File: config.mk
export PLATFORM = sky130hd
export DESIGN_NAME = fan_tach
export DESIGN_NICKNAME = d
export VERILOG_FILES = /design/src/rtl/fan_tach_pkg.sv /design/src/rtl/fan_tach_refgen.sv /design/src/rtl/fan_tach_chan.sv /design/src/rtl/fan_tach_regs.sv /design/src/rtl/fan_tach.sv
export SDC_FILE = /design/constraint.sdc
export NUM_CORES = 1
export LEC_CHECK = 0
export ABC_AREA = 1
export BUFFER_PORTS_ARGS = -buffer_cell sky130_fd_sc_hd__clkbuf_2
export CAP_MARGIN = 20
export CORE_MARGIN = 2
export CORE_UTILIZATION = 50
export DETAILED_ROUTE_END_ITERATION = 7
export PLACE_DENSITY = 0.73
export REMOVE_ABC_BUFFERS = 1
export SYNTH_ARGS = -nofsm -noshare
export SYNTH_HDL_FRONTEND = slang
export SYNTH_SLANG_ARGS = --single-unit
File: constraint.sdc
create_clock -name clk -period 2.8 [get_ports clk]
set_clock_uncertainty 0.1 [all_clocks]
set_input_delay 0.56 -clock clk [delete_from_list [all_inputs] [get_ports clk]]
set_output_delay 0.56 -clock clk [all_outputs]
set_load 0.02 [all_outputs]
File: src/rtl/fan_tach_pkg.sv
package fan_tach_pkg;

    localparam int NUM_FANS   = 5;
    localparam int NUM_LEGACY = 3;
    localparam int CNT_W      = 16;
    localparam int NARROW_W   = 8;
    localparam int EXP_W      = 3;
    localparam int PRE_W      = (1 << EXP_W) - 1;
    localparam int ADDR_W     = 4;
    localparam int DATA_W     = 8;

    localparam logic [ADDR_W-1:0] ADDR_CTL  = 4'd0;
    localparam logic [ADDR_W-1:0] ADDR_EXT  = 4'd1;
    localparam logic [ADDR_W-1:0] ADDR_DIV  = 4'd2;
    localparam logic [ADDR_W-1:0] ADDR_CNT0 = 4'd4;

    localparam logic [DATA_W-1:0] CTL_MASK = 8'h70;
    localparam logic [DATA_W-1:0] EXT_MASK = 8'h37;
    localparam logic [DATA_W-1:0] DIV_MASK = 8'h7F;

    // wide channels count at half the base rate
    localparam logic [EXP_W-1:0] WIDE_EXP = 3'd1;

    typedef enum logic [1:0] {
        MS_WAIT,    // no window open, waiting for a starting edge
        MS_FIRST,   // window open, mid-revolution edge not yet seen
        MS_SECOND   // mid edge seen, next edge closes the window
    } meas_state_e;

    typedef struct packed {
        logic             en;
        logic             wide;
        logic [EXP_W-1:0] exp;
    } chan_cfg_t;

    // unpacks the three configuration bytes into one channel's settings
    function automatic chan_cfg_t chan_cfg(input int idx,
                                           input logic [DATA_W-1:0] ctl,
                                           input logic [DATA_W-1:0] ext,
                                           input logic [DATA_W-1:0] dv);
        chan_cfg_t c;
        c.en   = 1'b0;
        c.wide = 1'b1;
        c.exp  = WIDE_EXP;
        case (idx)
            0: begin
                c.en   = ctl[4];
                c.wide = ext[0];
                if (!ext[0]) c.exp = dv[2:0];
            end
            1: begin
                c.en   = ctl[5];
                c.wide = ext[1];
                if (!ext[1]) c.exp = dv[5:3];
            end
            2: begin
                c.en   = ctl[6];
                c.wide = ext[2];
                if (!ext[2]) c.exp = dv[6] ? 3'd3 : 3'd1;
            end
            3: c.en = ext[4];
            4: c.en = ext[5];
            default: c.en = 1'b0;
        endcase
        return c;
    endfunction

    function automatic logic [CNT_W-1:0] sat_value(input logic wide);
        return wide ? {CNT_W{1'b1}} : CNT_W'((1 << NARROW_W) - 1);
    endfunction

    function automatic logic [PRE_W-1:0] pre_limit(input logic [EXP_W-1:0] e);
        return PRE_W'((1 << e) - 1);
    endfunction

endpackage

File: src/rtl/fan_tach_refgen.sv
module fan_tach_refgen #(
    parameter int DIV = 1467
) (
    input  logic clk,
    input  logic rst,
    output logic tick_o
);
    localparam int CW = (DIV > 1) ? $clog2(DIV) : 1;

    logic [CW-1:0] cnt_q;

    assign tick_o = (cnt_q == CW'(DIV - 1));

    always_ff @(posedge clk) begin
        if (rst)         cnt_q <= '0;
        else if (tick_o) cnt_q <= '0;
        else             cnt_q <= cnt_q + 1'b1;
    end
endmodule

File: src/rtl/fan_tach_chan.sv
module fan_tach_chan
    import fan_tach_pkg::*;
(
    input  logic             clk,
    input  logic             rst,
    input  logic             tach_i,
    input  logic             base_tick_i,
    input  chan_cfg_t        cfg_i,
    output logic [CNT_W-1:0] count_o
);
    logic [2:0]       sync_q;     // [0] first stage, [1] stable, [2] previous
    chan_cfg_t        cfg_q;
    meas_state_e      state_q;
    logic [CNT_W-1:0] cnt_q;
    logic [PRE_W-1:0] pre_q;

    logic             rise;
    logic             restart;
    logic             ref_tick;
    logic [PRE_W-1:0] lim;
    logic [CNT_W-1:0] top;

    assign rise     = sync_q[1] & ~sync_q[2];
    assign restart  = !cfg_i.en || (cfg_i.wide != cfg_q.wide) || (cfg_i.exp != cfg_q.exp);
    assign lim      = pre_limit(cfg_i.exp);
    assign ref_tick = base_tick_i && (pre_q == lim);
    assign top      = sat_value(cfg_i.wide);

    always_ff @(posedge clk) begin
        if (rst) sync_q <= '0;
        else     sync_q <= {sync_q[1:0], tach_i};
    end

    always_ff @(posedge clk) begin
        if (rst) begin
            cfg_q   <= cfg_i;
            state_q <= MS_WAIT;
            cnt_q   <= '0;
            pre_q   <= '0;
            count_o <= '0;
        end else begin
            cfg_q <= cfg_i;
            if (restart) begin
                state_q <= MS_WAIT;
                cnt_q   <= '0;
                pre_q   <= '0;
                count_o <= '0;
            end else begin
                if (base_tick_i) pre_q <= (pre_q == lim) ? '0 : pre_q + 1'b1;
                if (state_q == MS_WAIT) begin
                    if (rise) begin
                        state_q <= MS_FIRST;
                        cnt_q   <= '0;
                    end
                end else if (rise && state_q == MS_SECOND) begin
                    count_o <= cnt_q;
                    cnt_q   <= '0;
                    state_q <= MS_FIRST;
                end else begin
                    if (rise) state_q <= MS_SECOND;
                    if (ref_tick) begin
                        if (cnt_q == top - 1'b1) begin
                            count_o <= top;
                            cnt_q   <= '0;
                            state_q <= MS_WAIT;
                        end else begin
                            cnt_q <= cnt_q + 1'b1;
                        end
                    end
                end
            end
        end
    end
endmodule

File: src/rtl/fan_tach_regs.sv
module fan_tach_regs
    import fan_tach_pkg::*;
(
    input  logic              clk,
    input  logic              rst,
    input  logic [ADDR_W-1:0] addr_i,
    input  logic              we_i,
    input  logic [DATA_W-1:0] wdata_i,
    output logic [DATA_W-1:0] rdata_o,
    input  logic [CNT_W-1:0]  count_i [NUM_FANS],
    output chan_cfg_t         cfg_o   [NUM_FANS]
);
    logic [DATA_W-1:0] ctl_q, ext_q, div_q;

    always_ff @(posedge clk) begin
        if (rst) begin
            ctl_q <= '0;
            ext_q <= '0;
            div_q <= '0;
        end else if (we_i) begin
            case (addr_i)
                ADDR_CTL: ctl_q <= wdata_i & CTL_MASK;
                ADDR_EXT: ext_q <= wdata_i & EXT_MASK;
                ADDR_DIV: div_q <= wdata_i & DIV_MASK;
                default:  ;
            endcase
        end
    end

    for (genvar g = 0; g < NUM_FANS; g++) begin : g_cfg
        assign cfg_o[g] = chan_cfg(g, ctl_q, ext_q, div_q);
    end

    always_comb begin
        rdata_o = '0;
        case (addr_i)
            ADDR_CTL: rdata_o = ctl_q;
            ADDR_EXT: rdata_o = ext_q;
            ADDR_DIV: rdata_o = div_q;
            default: begin
                for (int i = 0; i < NUM_FANS; i++) begin
                    if (int'(addr_i) == int'(ADDR_CNT0) + 2 * i)
                        rdata_o = count_i[i][DATA_W-1:0];
                    if (int'(addr_i) == int'(ADDR_CNT0) + 2 * i + 1)
                        rdata_o = count_i[i][CNT_W-1:DATA_W];
                end
            end
        endcase
    end
endmodule

File: src/rtl/fan_tach.sv
module fan_tach
    import fan_tach_pkg::*;
#(
    parameter int CLK_PER_BASE = 1467
) (
    input  logic                clk,
    input  logic                rst,
    input  logic [NUM_FANS-1:0] tach_i,
    input  logic [ADDR_W-1:0]   reg_addr,
    input  logic                reg_we,
    input  logic [DATA_W-1:0]   reg_wdata,
    output logic [DATA_W-1:0]   reg_rdata
);
    logic             base_tick;
    chan_cfg_t        cfg_w   [NUM_FANS];
    logic [CNT_W-1:0] count_w [NUM_FANS];

    fan_tach_refgen #(.DIV(CLK_PER_BASE)) u_ref (
        .clk    (clk),
        .rst    (rst),
        .tick_o (base_tick)
    );

    for (genvar g = 0; g < NUM_FANS; g++) begin : g_chan
        fan_tach_chan u_chan (
            .clk         (clk),
            .rst         (rst),
            .tach_i      (tach_i[g]),
            .base_tick_i (base_tick),
            .cfg_i       (cfg_w[g]),
            .count_o     (count_w[g])
        );
    end

    fan_tach_regs u_regs (
        .clk     (clk),
        .rst     (rst),
        .addr_i  (reg_addr),
        .we_i    (reg_we),
        .wdata_i (reg_wdata),
        .rdata_o (reg_rdata),
        .count_i (count_w),
        .cfg_o   (cfg_w)
    );
endmodule

==> results.json <==
{
  "place.gp.congestion": 0.9221,
  "period_share_pct": 98.02,
  "multi_input_area_um2": 6812,
  "grt-ovfl-total": 0,
  "die_height_um": 166.7,
  "synth_seq_cells": 256,
  "hold_path.class": "in2reg",
  "fin_ws_ns": 0.05551,
  "cts_tree": "built",
  "holdBufCountCts": 0,
  "worst-r2r-setup-slack_ns": 0.26,
  "yosysTopAreaCell": "dfxtp_1",
  "rsz0062_at_grt": "yes",
  "antenna_found_initial": 1,
  "synthCells": 1970,
  "power.leakage_uw": 0.005343,
  "worstSetupPathType": "in2out",
  "cts_resized": 0,
  "row_count": 59,
  "critPathLaunchType": "input port",
  "postRouteAntennaNets": 0,
  "ir_worst_vdd_mv": 0.4939,
  "cp-end-kind": "output pin",
  "fillers": 2471,
  "track_usage_pct": 23.36,
  "worstMarginPinSlew_ns": 1.002,
  "die_x_um": 166.7,
  "relSlewSlack_pct": 32.95,
  "clkSinkCount": 256,
  "status": "complete, no violations",
  "synth_most_common_cell": "nand2_1",
  "grt_max_degree": 29,
  "cp_cell_sequence": "clkbuf_2 -> inv_1 -> nor2_1 -> inv_2 -> nor2_1 -> inv_2 -> nor2_1 -> nor3_1 -> nand3_1 -> nor2_1 -> nand4_1 -> clkbuf_2",
  "root_buffer": "clkbuf_16",
  "setup_viol": 0,
  "synthFlopType": "dfxtp_1",
  "drt-initial-drc-count": 920,
  "synthTopCellsByArea": "dfxtp_1, nand2_1, inv_1",
  "hold_viol": 0,
  "hp-start": "tach_i[2]",
  "reg2reg_depth": 12,
  "hold_path_depth": 3,
  "drt_first_pass_iters": 5,
  "netlist_area_um2": 13240,
  "synth_edf_count": 0,
  "ios": 28,
  "synth_cell_type_count": 54,
  "postSynthAreaPerCell_um2": 6.722,
  "grt_pass1_vias": 11680,
  "post_drt_wl_per_cell_um": 13.91,
  "powerDensity_nw_per_um2": 509.1,
  "post_cts_buffers": 0,
  "max_freq_ghz": 0.3644,
  "grt_pass1_wl_um": 55250,
  "via_per_inst": 5.341,
  "insertion_delay_ns": 0.55,
  "vias": 12710,
  "drive_gt1_share_pct": 8.566,
  "hpwl_um": 24760,
  "arrival_ns": 2.08,
  "yosys_warnings": 0,
  "seq_area_frac_synth_pct": 38.70,
  "nets": 2063,
  "worstPathRequired_ns": 2.14,
  "async_flop_share_pct": 0,
  "setup_tns_ns": 0,
  "initial_core_util_pct": 50.82,
  "pre_cts_slack_ns": 0.07236,
  "clkTransAtPathRegs_ns": 0.06,
  "min_period_ns": 2.744,
  "drc": 0,
  "syn2layout_area_growth_pct": 12.00,
  "layout.core_utilization_pct": 56.92,
  "cap_violations": 0,
  "crit_top_cell": "nor2_1",
  "ys_top_cells_by_count": "nand2_1, inv_1, dfxtp_1, nor2_1, a21oi_1",
  "clock_path_buffers": 3,
  "crit_path_top_delay_cell": "nor3_1",
  "wl_um": 33100,
  "whs_endpoint": "g_chan[2].u_chan.sync_q[0]",
  "tritoncts.num_buffers": 29,
  "core_area_um2": 26060,
  "portBuffers": 26,
  "timing.rr.end": "g_chan[1].u_chan.count_o[9]",
  "cpPeakStageDelay_ns": 0.31,
  "synth_top_area_share_pct": 38.70,
  "die_area_um2": 27800,
  "maxSlewViolCount": 0,
  "cts-htree-levels": 1,
  "path_max_fanout": 6,
  "r2r_start": "u_regs.div_q[4]",
  "seq_area_um2": 5125
}
==> power by group <==
part / switching, µW / internal, µW
registers: 12.9 / 3660
clock network: 1490 / 2140
logic: 169 / 81.7
==> how the worst max path moves through the flow <==
stage	start	endpoint	slack, ns	cells after the start
2_1_floorplan	u_regs.ext_q[1]	g_chan[1].u_chan.cnt_q[14]	0.39	13
3_3_place_gp	reg_addr[2]	reg_rdata[7]	0.08	12
3_5_place_dp	reg_addr[0]	reg_rdata[0]	0.07	10
4_1_cts	reg_addr[0]	reg_rdata[0]	0.06	10
5_1_grt	reg_addr[3]	reg_rdata[7]	-0.03	12
6_report	reg_addr[2]	reg_rdata[1]	0.06	12
==> critical path, delay by kind of cell <==
kind / cells / cell delay, ns
simple gates: 7 / 0.99
buf+inv: 5 / 0.54
==> cell type report <==
| cell class | count | area share, % |
|---|---|---|
| Inverter | 292 | 7.474 |
| Multi-Input combinational cell | 1374 | 45.93 |
| Timing Repair Buffer | 69 | 3.071 |
| Clock buffer | 38 | 5.256 |
| Clock inverter | 14 | 0.8605 |
| Tap cell | 335 | 2.826 |
| Antenna cell | 2 | 0.03374 |
| Sequential cell | 256 | 34.55 |
==> routing by layer <==
metal | up-vias | wire length, µm | track usage, %
met5 | - | 0 | 0
met4 | 0 | 819 | 6.597
met3 | 56 | 1784 | 3.066
met2 | 303 | 15360 | 39.63
met1 | 5809 | 15130 | 31.27
li1 | 6544 | - | -
==> cell families after synthesis <==
logic type | after synthesis | synth area share [%]
simple gates | 951 | 32.10
fa+ha+maj | 21 | 1.984
buf+inv | 340 | 10.25
compound gates | 372 | 14.98
xor+xnor | 30 | 1.984
flops | 256 | 38.70
==> through the flow <==
step	total power (µW)	hold WS (ns)	instance area, µm²	instances
6_report	7551	0.09952	14830	2380
2_1_floorplan	3910	0.2883	12990	1922
3_5_place_dp	4002	0.2983	13870	2326
5_1_grt	7791	0.09849	14830	2379
3_3_place_gp	3998	0.2888	13870	2326
4_1_cts	7623	0.08748	14770	2378
==> placed cells by master (no fill, tap or decap), types with 5 or more instances in the layout <==
| cell | count |
|---|---|
| a21oi_1 | 190 |
| a21oi_2 | 5 |
| buf_4 | 44 |
| clkbuf_1 | 7 |
| clkbuf_16 | 29 |
| clkbuf_2 | 25 |
| clkinv_2 | 10 |
| dfxtp_1 | 256 |
| ha_1 | 21 |
| inv_1 | 278 |
| inv_2 | 6 |
| nand2_1 | 398 |
| nand2_2 | 10 |
| nand3_1 | 142 |
| nand3b_1 | 7 |
| nand4_1 | 52 |
| nor2_1 | 235 |
| nor2_2 | 5 |
| nor2_4 | 6 |
| nor3_1 | 54 |
| nor3b_1 | 7 |
| nor4_1 | 11 |
| o21ai_0 | 139 |
| o221ai_1 | 5 |
| o22ai_1 | 10 |
| xnor2_1 | 8 |
| xor2_1 | 22 |
==> state kept, by name, summed over array words and instances (netlist names) <==
| name | flops |
|---|---|
| g_chan.u_chan.cnt_q | 80 |
| g_chan.u_chan.count_o | 80 |
| g_chan.u_chan.pre_q | 35 |
| g_chan.u_chan.sync_q | 15 |
| u_ref.cnt_q | 11 |
| g_chan.u_chan.cfg_q | 10 |
| g_chan.u_chan.state_q | 10 |
| u_regs.div_q | 7 |
| u_regs.ext_q | 5 |
| u_regs.ctl_q | 3 |
Note: power is estimated with default switching activity, not from simulation.
